## config.mk

```make
export PLATFORM = sky130hd
export DESIGN_NAME = boot_watchdog
export DESIGN_NICKNAME = d
export VERILOG_FILES = /design/src/rtl/wdg_pkg.sv /design/src/rtl/wdg_ctrl.sv /design/src/rtl/wdg_datapath.sv /design/src/rtl/boot_watchdog.sv
export SDC_FILE = /design/constraint.sdc
export NUM_CORES = 1
export LEC_CHECK = 0
export ABC_AREA = 1
export BUFFER_PORTS_ARGS = -buffer_cell sky130_fd_sc_hd__buf_2
export CORE_MARGIN = 10
export CORE_UTILIZATION = 45
export CTS_CLUSTER_SIZE = 20
export DETAILED_ROUTE_END_ITERATION = 8
export GPL_TIMING_DRIVEN = 0
export PLACE_DENSITY = 0.67
export SLEW_MARGIN = 20
export SYNTH_ARGS = -nofsm -noshare
export SYNTH_HDL_FRONTEND = slang
export SYNTH_SLANG_ARGS = --single-unit
```

## constraint.sdc

```tcl
create_clock -name clk -period 2.2 [get_ports clk]
set_input_delay 0.11 -clock clk [delete_from_list [all_inputs] [get_ports clk]]
set_output_delay 0.11 -clock clk [all_outputs]
set_load 0.01 [all_outputs]
```

## src/rtl/wdg_pkg.sv

```systemverilog
package wdg_pkg;
  localparam int DATA_W = 8;
  localparam int ADDR_W = 2;

  localparam logic [ADDR_W-1:0] ADDR_CTRL   = 2'd0;
  localparam logic [ADDR_W-1:0] ADDR_RELOAD = 2'd1;
  localparam logic [ADDR_W-1:0] ADDR_KICK   = 2'd2;

  localparam logic [DATA_W-1:0] KICK_MAGIC = 8'h6B;
  localparam logic [DATA_W-1:0] CTRL_MASK  = 8'hC7;

  localparam int BIT_EN_NORM  = 0;
  localparam int BIT_EN_RECOV = 1;
  localparam int BIT_LOCK     = 2;
  localparam int BIT_ACT_RST  = 6;
  localparam int BIT_ACT_PIN  = 7;

  typedef struct packed {
    logic              kick;
    logic              enNorm;
    logic              enRecov;
    logic              actReset;
    logic              actPin;
    logic [DATA_W-1:0] reload;
  } wdgStrobes_t;
endpackage

```

## src/rtl/wdg_ctrl.sv

```systemverilog
module wdg_ctrl
  import wdg_pkg::*;
(
  input  logic              clk,
  input  logic              rst_n,
  input  logic              wrEn,
  input  logic [ADDR_W-1:0] addr,
  input  logic [DATA_W-1:0] wdata,
  output logic [DATA_W-1:0] rdata,
  output wdgStrobes_t       strobes
);
  logic [DATA_W-1:0] ctrlReg;
  logic [DATA_W-1:0] reloadReg;
  logic              lockBit;

  assign lockBit = ctrlReg[BIT_LOCK];

  always_ff @(posedge clk or negedge rst_n) begin
    if (!rst_n) begin
      ctrlReg   <= '0;
      reloadReg <= '0;
    end else if (wrEn && !lockBit) begin
      if (addr == ADDR_CTRL)   ctrlReg   <= wdata & CTRL_MASK;
      if (addr == ADDR_RELOAD) reloadReg <= wdata;
    end
  end

  always_comb begin
    case (addr)
      ADDR_CTRL:   rdata = ctrlReg;
      ADDR_RELOAD: rdata = reloadReg;
      default:     rdata = '0;
    endcase
  end

  always_comb begin
    strobes.kick     = wrEn && (addr == ADDR_KICK) && (wdata == KICK_MAGIC);
    strobes.enNorm   = ctrlReg[BIT_EN_NORM];
    strobes.enRecov  = ctrlReg[BIT_EN_RECOV];
    strobes.actReset = ctrlReg[BIT_ACT_RST];
    strobes.actPin   = ctrlReg[BIT_ACT_PIN];
    strobes.reload   = reloadReg;
  end

  // a set lock freezes both configuration registers
  assert_lock_hold_R10: assert property (@(posedge clk) disable iff (!rst_n)
    lockBit |=> (lockBit && $stable(ctrlReg) && $stable(reloadReg)));

  // unimplemented control bits never hold a one
  assert_ctrl_mask_R1: assert property (@(posedge clk) disable iff (!rst_n)
    (ctrlReg & ~CTRL_MASK) == '0);
endmodule

```

## src/rtl/wdg_datapath.sv

```systemverilog
module wdg_datapath
  import wdg_pkg::*;
#(
  parameter int CLKS_PER_SEC = 25_000_000,
  parameter int PULSE_LEN    = 16
) (
  input  logic        clk,
  input  logic        rst_n,
  input  logic        selExtTick,
  input  logic        extTick,
  input  wdgStrobes_t strobes,
  output logic        sysResetReq,
  output logic        timeoutPinN,
  output logic        failsafeBoot
);
  localparam int PRE_W   = (CLKS_PER_SEC > 1) ? $clog2(CLKS_PER_SEC) : 1;
  localparam int PULSE_W = $clog2(PULSE_LEN + 1);

  logic               enabled;
  logic               running;
  logic               intTick;
  logic               secTick;
  logic               fire;
  logic               expiredQ;
  logic               pinLowQ;
  logic [DATA_W-1:0]  count;
  logic [PULSE_W-1:0] pulseCnt;

  assign enabled = strobes.enNorm || strobes.enRecov;
  assign running = enabled && !expiredQ;

  generate
    if (CLKS_PER_SEC <= 1) begin : g_noPresc
      assign intTick = 1'b1;
    end else begin : g_presc
      logic [PRE_W-1:0] preCnt;
      always_ff @(posedge clk or negedge rst_n) begin
        if (!rst_n) preCnt <= '0;
        else if (strobes.kick || !running) preCnt <= '0;
        else if (preCnt == PRE_W'(CLKS_PER_SEC - 1)) preCnt <= '0;
        else preCnt <= preCnt + 1'b1;
      end
      assign intTick = running && (preCnt == PRE_W'(CLKS_PER_SEC - 1));
    end
  endgenerate

  assign secTick = selExtTick ? extTick : intTick;
  assign fire    = running && (count == '0) && !strobes.kick;

  always_ff @(posedge clk or negedge rst_n) begin
    if (!rst_n) count <= '0;
    else if (strobes.kick) count <= strobes.reload;
    else if (running && secTick && (count != '0)) count <= count - 1'b1;
  end

  always_ff @(posedge clk or negedge rst_n) begin
    if (!rst_n) begin
      expiredQ     <= 1'b0;
      pinLowQ      <= 1'b0;
      failsafeBoot <= 1'b0;
      pulseCnt     <= '0;
    end else if (fire) begin
      expiredQ     <= 1'b1;
      pinLowQ      <= strobes.actPin;
      failsafeBoot <= strobes.enRecov;
      pulseCnt     <= strobes.actReset ? PULSE_W'(PULSE_LEN) : '0;
    end else if (pulseCnt != '0) begin
      pulseCnt     <= pulseCnt - 1'b1;
    end
  end

  assign sysResetReq = (pulseCnt != '0);
  assign timeoutPinN = !pinLowQ;

  // the count only moves down by one between kicks
  assert_count_step_R4: assert property (@(posedge clk) disable iff (!rst_n)
    !strobes.kick |=> (count == $past(count) || count == $past(count) - 1'b1));

  // with both enables clear the count holds
  assert_stop_hold_R5: assert property (@(posedge clk) disable iff (!rst_n)
    (!enabled && !strobes.kick) |=> $stable(count));

  // an enabled zero count bites on the next edge
  assert_zero_bites_R6: assert property (@(posedge clk) disable iff (!rst_n)
    (running && count == '0 && !strobes.kick) |=> expiredQ);

  // reset request only exists after a bite
  assert_pulse_after_bite_R7: assert property (@(posedge clk) disable iff (!rst_n)
    sysResetReq |-> expiredQ);

  // the timeout pin stays low once pulled low
  assert_pin_sticky_R8: assert property (@(posedge clk) disable iff (!rst_n)
    !timeoutPinN |=> !timeoutPinN);

  // the failsafe request is sticky
  assert_failsafe_sticky_R9: assert property (@(posedge clk) disable iff (!rst_n)
    failsafeBoot |=> failsafeBoot);
endmodule

```

## src/rtl/boot_watchdog.sv

```systemverilog
module boot_watchdog
  import wdg_pkg::*;
#(
  parameter int CLKS_PER_SEC = 25_000_000,
  parameter int PULSE_LEN    = 16
) (
  input  logic              clk,
  input  logic              rst_n,
  input  logic              busWrEn,
  input  logic [ADDR_W-1:0] busAddr,
  input  logic [DATA_W-1:0] busWdata,
  output logic [DATA_W-1:0] busRdata,
  input  logic              selExtTick,
  input  logic              extTick,
  output logic              sysResetReq,
  output logic              timeoutPinN,
  output logic              failsafeBoot
);
  wdgStrobes_t strobes;

  wdg_ctrl u_ctrl (
    .clk     (clk),
    .rst_n   (rst_n),
    .wrEn    (busWrEn),
    .addr    (busAddr),
    .wdata   (busWdata),
    .rdata   (busRdata),
    .strobes (strobes)
  );

  wdg_datapath #(
    .CLKS_PER_SEC (CLKS_PER_SEC),
    .PULSE_LEN    (PULSE_LEN)
  ) u_dp (
    .clk          (clk),
    .rst_n        (rst_n),
    .selExtTick   (selExtTick),
    .extTick      (extTick),
    .strobes      (strobes),
    .sysResetReq  (sysResetReq),
    .timeoutPinN  (timeoutPinN),
    .failsafeBoot (failsafeBoot)
  );
endmodule

```

==> results.md, run 1 <==
* Worst vdd ir at 0.279 mV
* Total gr overflow at 0
* Port Buffers at 25
* Max incr delay on CP at 0.44 ns
* Synth Register Bits at 54
* Max-cap violations at 0
* Final clock skew at 0.00734 ns
* GRT Total Usage at 0.141
* CTS tree: done
* Max Freq at 554 MHz
* Die area at 0.0107 mm2
* Commonest cells post-synth: nand2_1 (113), nor2_1 (68), inv_1 (63), dfrtp_1 (54), o21ai_0 (28)
* Critical Path RT at 2.45 ns
* Post-CTS Hold Buffers at 1
* Mapped Area at 0.00313 mm2
* Fillers at 664
* Pre-CTS WS at 0.425 ns
* Worst r2r path cells at 10
* Final worst slack at 0.395 ns
* Cell variety after synth at 30
* Clock-pin slew of the registers on the worst-case setup and hold paths at 0.10 ns
* Row cnt at 30
* Root Driver: clkbuf_8
* Critical-path cell with the highest stage delay: dfrtp_1
* Crit share post-route at 0.821
* Nets at 483
* RSZ-0062 raised after global routing: no
* Hold Crit Class: in2reg
* Initial DRC Count at 126
* Die span in x at 103 um
* Setup bufs post-CTS at 0
* Fin. Hold Viols at 0
* Worst-margin pin slew at 0.675 ns
* CTS Sinks at 54
* Min Clock Period, post-route at 1.81 ns
* Slew headroom at 0.550
* GPL Wtd Cong at 0.927
* Post-synth EDFFs at 0
* Crit path cell chain: ha_1 -> nand3_4 -> inv_1 -> nand2_1 -> nor2_1 -> nand2_1 -> nand3_2 -> inv_2 -> nand2_1 -> nor2_1
* Worst-Skew Late Latency at 0.31 ns
* Core ar. at 0.00676 mm2
* Most common cell in the synthesized netlist: nand2_1
* IO Count at 26
* Fraction of registers with async set/reset at 1.00
* Vias in the first global route at 2,714
* Post-Route Utilization at 0.514
* Remaining routing DRC violations at 0
* CP Data Arrival Time at 2.05 ns
* Syn avg cell area at 7.27 um2
* Die H at 103 um
* Top cell type's share of synthesized area at 0.432
* Placed Cells at 535
* Syn Inst Count at 430
* # setup viols final at 0
* Post-DR vias/cell at 4.92
* Register area share after synthesis at 0.432
* Bufs on Longest Clock Path at 2
* Fin. max-slew vios at 0
* DRT Pass-1 Iters at 4
* Synth warn at 0
* Vias at 2,676
* CTS buffer count at 5
* CP startpoint kind: flip-flop
* Synth top area cells: dfrtp_1 (43%), nand2_1 (14%), nor2_1 (8.2%)
* Post-cts sizing count at 0
* Hold path depth at 3
* Critical path class: reg2reg
* Routed WL per cell at 12.5 um
* First-pass GRT wire length at 12,200 um
* Layout cell share with drive strength beyond 1 at 0.136
* Synth Net Count at 450
* P&R area growth vs syn at 11.1%
* Yosys top cell by area: dfrtp_1
* Antenna cell count at 0
* Largest net degree at the start of global routing at 55
* Top cell by count, worst path: nand2_1
* DP HPWL at 5210 um
* Setup TNS at 0 ns
* H-tree levels at 2
* Critical path fanouts, max at 10
* Antenna violations before repair at 0
* Status: completed
* ANT nets after route at 0
* Final WL at 6790 um
* CP Capture Type: flip-flop
* Leakage at 0.00165 uW
* Post-Layout Cell Count at 544
* Pwr dens at 761 mW/mm2
* Initial Utilization at 0.463
* Post-synth top flop: dfrtp_1
-- through the flow --
stage | power, uW | cell area [um2] | hold slack (ns)
detailed placement | 1990 | 3350 | 0.202
floorplan | 1810 | 3130 | -0.186
global route | 2890 | 3470 | 0.0824
finish | 2640 | 3470 | 0.0808
global placement | 1960 | 3350 | 0.412
CTS | 2680 | 3470 | 0.0781
-- cells by family (layout without fill, tap and decap cells) --
kind of cell | count (synthesis) | after routing | synth area share
buf+inv | 70 | 104 | 0.0844
mux | 1 | 1 | 0.00320
flops | 54 | 54 | 0.432
compound gates | 35 | 35 | 0.0576
fa+ha+maj | 5 | 5 | 0.0200
simple gates | 253 | 253 | 0.369
xor+xnor | 12 | 12 | 0.0336
-- worst paths after layout --
path                                        startpoint                       to  slack [ns]
min in group asynchronous                        rst_n  u_dp.g_presc.preCnt[12]        0.36
max in group asynchronous                        rst_n            u_dp.count[0]        1.38
worst min-delay path                       busWdata[3]      u_ctrl.reloadReg[3]        0.08
worst min register to register       u_ctrl.ctrlReg[6]        u_ctrl.ctrlReg[6]        0.49
worst max-delay path            u_dp.g_presc.preCnt[0]  u_dp.g_presc.preCnt[24]        0.39
worst max register to register  u_dp.g_presc.preCnt[0]  u_dp.g_presc.preCnt[24]        0.39
-- where the power goes --
group / internal, uW / switching (uW)
logic: 311 / 437
clock network: 336 / 338
registers: 1120 / 103
total: 1770 / 877
-- layer usage --
layer / GRT usage / up-vias / routed length (um) / part of all wire
met3: 0.0292 / 8 / 344 / 0.051
met5: 0 / - / 0 / 0
met2: 0.225 / 47 / 3060 / 0.45
li1: - / 1402 / - / -
met4: 0.0406 / 0 / 81 / 0.012
met1: 0.188 / 1219 / 3310 / 0.49
-- flip-flops by register name (all words and copies together), names as in the netlist --
register and cells:
u_dp.g_presc.preCnt 25, u_ctrl.reloadReg 8, u_dp.count 8, u_ctrl.ctrlReg 5, u_dp.pulseCnt 5, u_dp.expiredQ 1, u_dp.failsafeBoot 1, u_dp.pinLowQ 1
-- layout by cell type, fill, tap and decap left out, drive strengths merged, types with 2 or more instances in the layout --
| cell type | count |
|---|---|
| buf | 26 |
| xnor2 | 2 |
| clkinv | 2 |
| or2 | 3 |
| nand3 | 29 |
| ha | 5 |
| nor3 | 23 |
| clkbuf | 6 |
| xor2 | 10 |
| nand3b | 2 |
| nor2 | 74 |
| nor3b | 2 |
| dfrtp | 54 |
| nand2 | 119 |
| o21ai | 28 |
| a21oi | 6 |
| inv | 68 |
-- worst max-delay path, delay by kind of cell (launching register included) --
kind / cells / cell delay [ns]
DFF: 1 / 0.44
and+or+nand+nor: 7 / 0.74
buffers and inverters: 2 / 0.28
adders and majority gates: 1 / 0.27
-- final cells by class --
type                       instances  area (um2)  share of cell area
multi-input combinational        306        1510               0.435
timing repair buffer              26         138              0.0396
sequential                        54        1350               0.389
clock buffer                       5        68.8              0.0198
buffer                             2        8.76             0.00252
inverter                          68         255              0.0735
tap                               80         100              0.0288
clock inverter                     3        40.0              0.0115
(Power assumes the default switching activity.)
==> run 2, diff against run 1 <==
PLACE_DENSITY = 0.69   (was 0.67)
clock period = 1.5 ns   (was 2.2 ns; I/O delays follow)
==> results.md, run 2 (synthesis gave the netlist of run 1 again) <==
* Status: finished with violations
* Failing checks: negative setup slack
* Row cnt at 30
* Antenna violations before repair at 0
* H-tree levels at 2
* RSZ-0062 raised after global routing: yes
* Largest regs: u_dp.g_presc.preCnt x25, u_ctrl.reloadReg x8, u_dp.count x8
* Crit Reg-Reg Startpoint: u_dp.g_presc.preCnt[0]
* ANT nets after route at 0
* Layout cell share with drive strength beyond 1 at 0.262
* Max Freq at 662 MHz
* Final worst slack at -0.0106 ns
* Worst-margin pin slew at 0.683 ns
* IO Count at 26
* Max reg flops at 25
* Critical path fanouts, max at 4
* Clock-pin slew of the registers on the worst-case setup and hold paths at 0.10 ns
* Routed WL per cell at 12.7 um
* GRT Total Usage at 0.144
* Nets at 498
* GPL Wtd Cong at 0.881
* # setup viols final at 2
* Fin. Hold Viols at 0
* Vias at 2,793
* CTS tree: done
* Remaining routing DRC violations at 0
* Slew headroom at 0.545
* Post-Route Utilization at 0.562
* Port Buffers at 25
* Worst vdd ir at 0.581 mV
* Die span in x at 103 um
* CTS buffer count at 5
* Crit share post-route at 1.01
* Leakage at 0.00174 uW
* Pwr dens at 1030 mW/mm2
* Core ar. at 0.00676 mm2
* Post-Layout Cell Count at 558
* Largest reg by FF count: u_dp.g_presc.preCnt
* Largest net degree at the start of global routing at 55
* P&R area growth vs syn at 21.4%
* Pre-CTS WS at -0.256 ns
* Min Clock Period, post-route at 1.51 ns
* Placed Cells at 535
* Antenna cell count at 0
* Fin. max-slew vios at 0
* Post-DR vias/cell at 5.01
* Die area at 0.0107 mm2
* Total gr overflow at 0
* Critical path class: reg2reg
* Initial Utilization at 0.463
* Worst-Skew Late Latency at 0.30 ns
* DRT Pass-1 Iters at 4
* Most common cell after layout, fill and taps aside: nand2_1
* Final clock skew at 0.0107 ns
* Most frequent cells in the layout: nand2_1 (96), inv_1 (58), dfrtp_1 (53), nor2_1 (50), o21ai_0 (28)
* DP HPWL at 5150 um
* Vias in the first global route at 2,849
* Die H at 103 um
* Worst r2r path cells at 10
* R2R Setup Slk at -0.01 ns
* Fillers at 629
* Hold Crit Class: in2reg
* Crit path to: u_dp.g_presc.preCnt[21]
* CP Data Arrival Time at 1.71 ns
* Initial DRC Count at 91
* CTS Sinks at 54
* R2R Path End: u_dp.g_presc.preCnt[21]
* First-pass GRT wire length at 12,500 um
* Final WL at 7060 um
* Critical Path RT at 1.70 ns
* CP startpoint: u_dp.g_presc.preCnt[0]
* CP startpoint kind: flip-flop
* Hold_ws at 0.0528 ns
* Max-cap violations at 0
* Bufs on Longest Clock Path at 2
* Root Driver: clkbuf_8
* CP Capture Type: flip-flop
-- run 2: cell types whose count changed in the layout (fill, tap and decap cells not counted), sizes merged --
cell,delta
clkbuf,+2
nand2,+1
buf,+14
bufinv,-1
clkinv,-2
-- run 2: layout make-up --
cell class,instances,area [um2],share of cell area
sequential,54,1350,0.356
tap,80,100,0.0264
inverter,68,260,0.0686
multi-input combinational,307,1730,0.456
buffer,2,8.76,0.00231
clock buffer,7,76.3,0.0201
timing repair buffer,40,267,0.0702
-- run 2: per-layer routing --
layer  routed length [um]  up-vias  global-route usage
met5                    0        -                   0
met4                   86        0              0.0406
met3                  279        7              0.0332
met2                 3500       39               0.244
met1                 3190     1319               0.178
li1                     -     1428                   -
-- run 2: worst min path at each step --
stage,start,endpoint,slack (ns),cells after the start
2_1_floorplan,rst_n,u_ctrl.ctrlReg[0],-0.22,0
3_3_place_gp,busWdata[3],u_ctrl.reloadReg[3],0.37,3
3_5_place_dp,rst_n,u_dp.g_presc.preCnt[11],0.17,1
4_1_cts,busWdata[3],u_ctrl.reloadReg[3],0.05,3
5_1_grt,busWdata[3],u_ctrl.reloadReg[3],0.07,3
6_report,busWdata[3],u_ctrl.reloadReg[3],0.05,3
-- run 2: per-stage QoR --
step                      TNS (ns)  power, uW  instance area (um2)
after floorplan                  0       2660                 3130
after global placement       -2.78       2880                 3350
after detailed placement     -3.27       2920                 3350
after CTS                  -0.0802       3770                 3580
after global routing         -1.78       4280                 3800
final                      -0.0152       3930                 3800
-- run 2: repair_timing --
action	4_1_cts	5_1_grt
pin swaps	7	14
hold buffers	1	0
gates cloned	1	0
endpoints found under the hold margin	54	0
endpoints found under the setup margin	25	35
setup buffers	9	5
resized for setup	13	55
-- run 2: worst max-delay path, stage by stage (launching register included) --
cell	delay (ns)
dfrtp_1	0.41
buf_4	0.16
nand3_2	0.12
nor2_4	0.15
nand2_2	0.10
inv_2	0.09
nand2_1	0.07
nor2_2	0.13
nand2_1	0.08
nand2_2	0.06
nor2_2	0.03
-- run 2: where the power goes --
group	leakage, uW	internal [uW]	total (uW)	switching, uW
Combinational	0.000984	550	1350	803
Clock	0.0000383	323	782	459
Sequential	0.000720	1640	1790	149
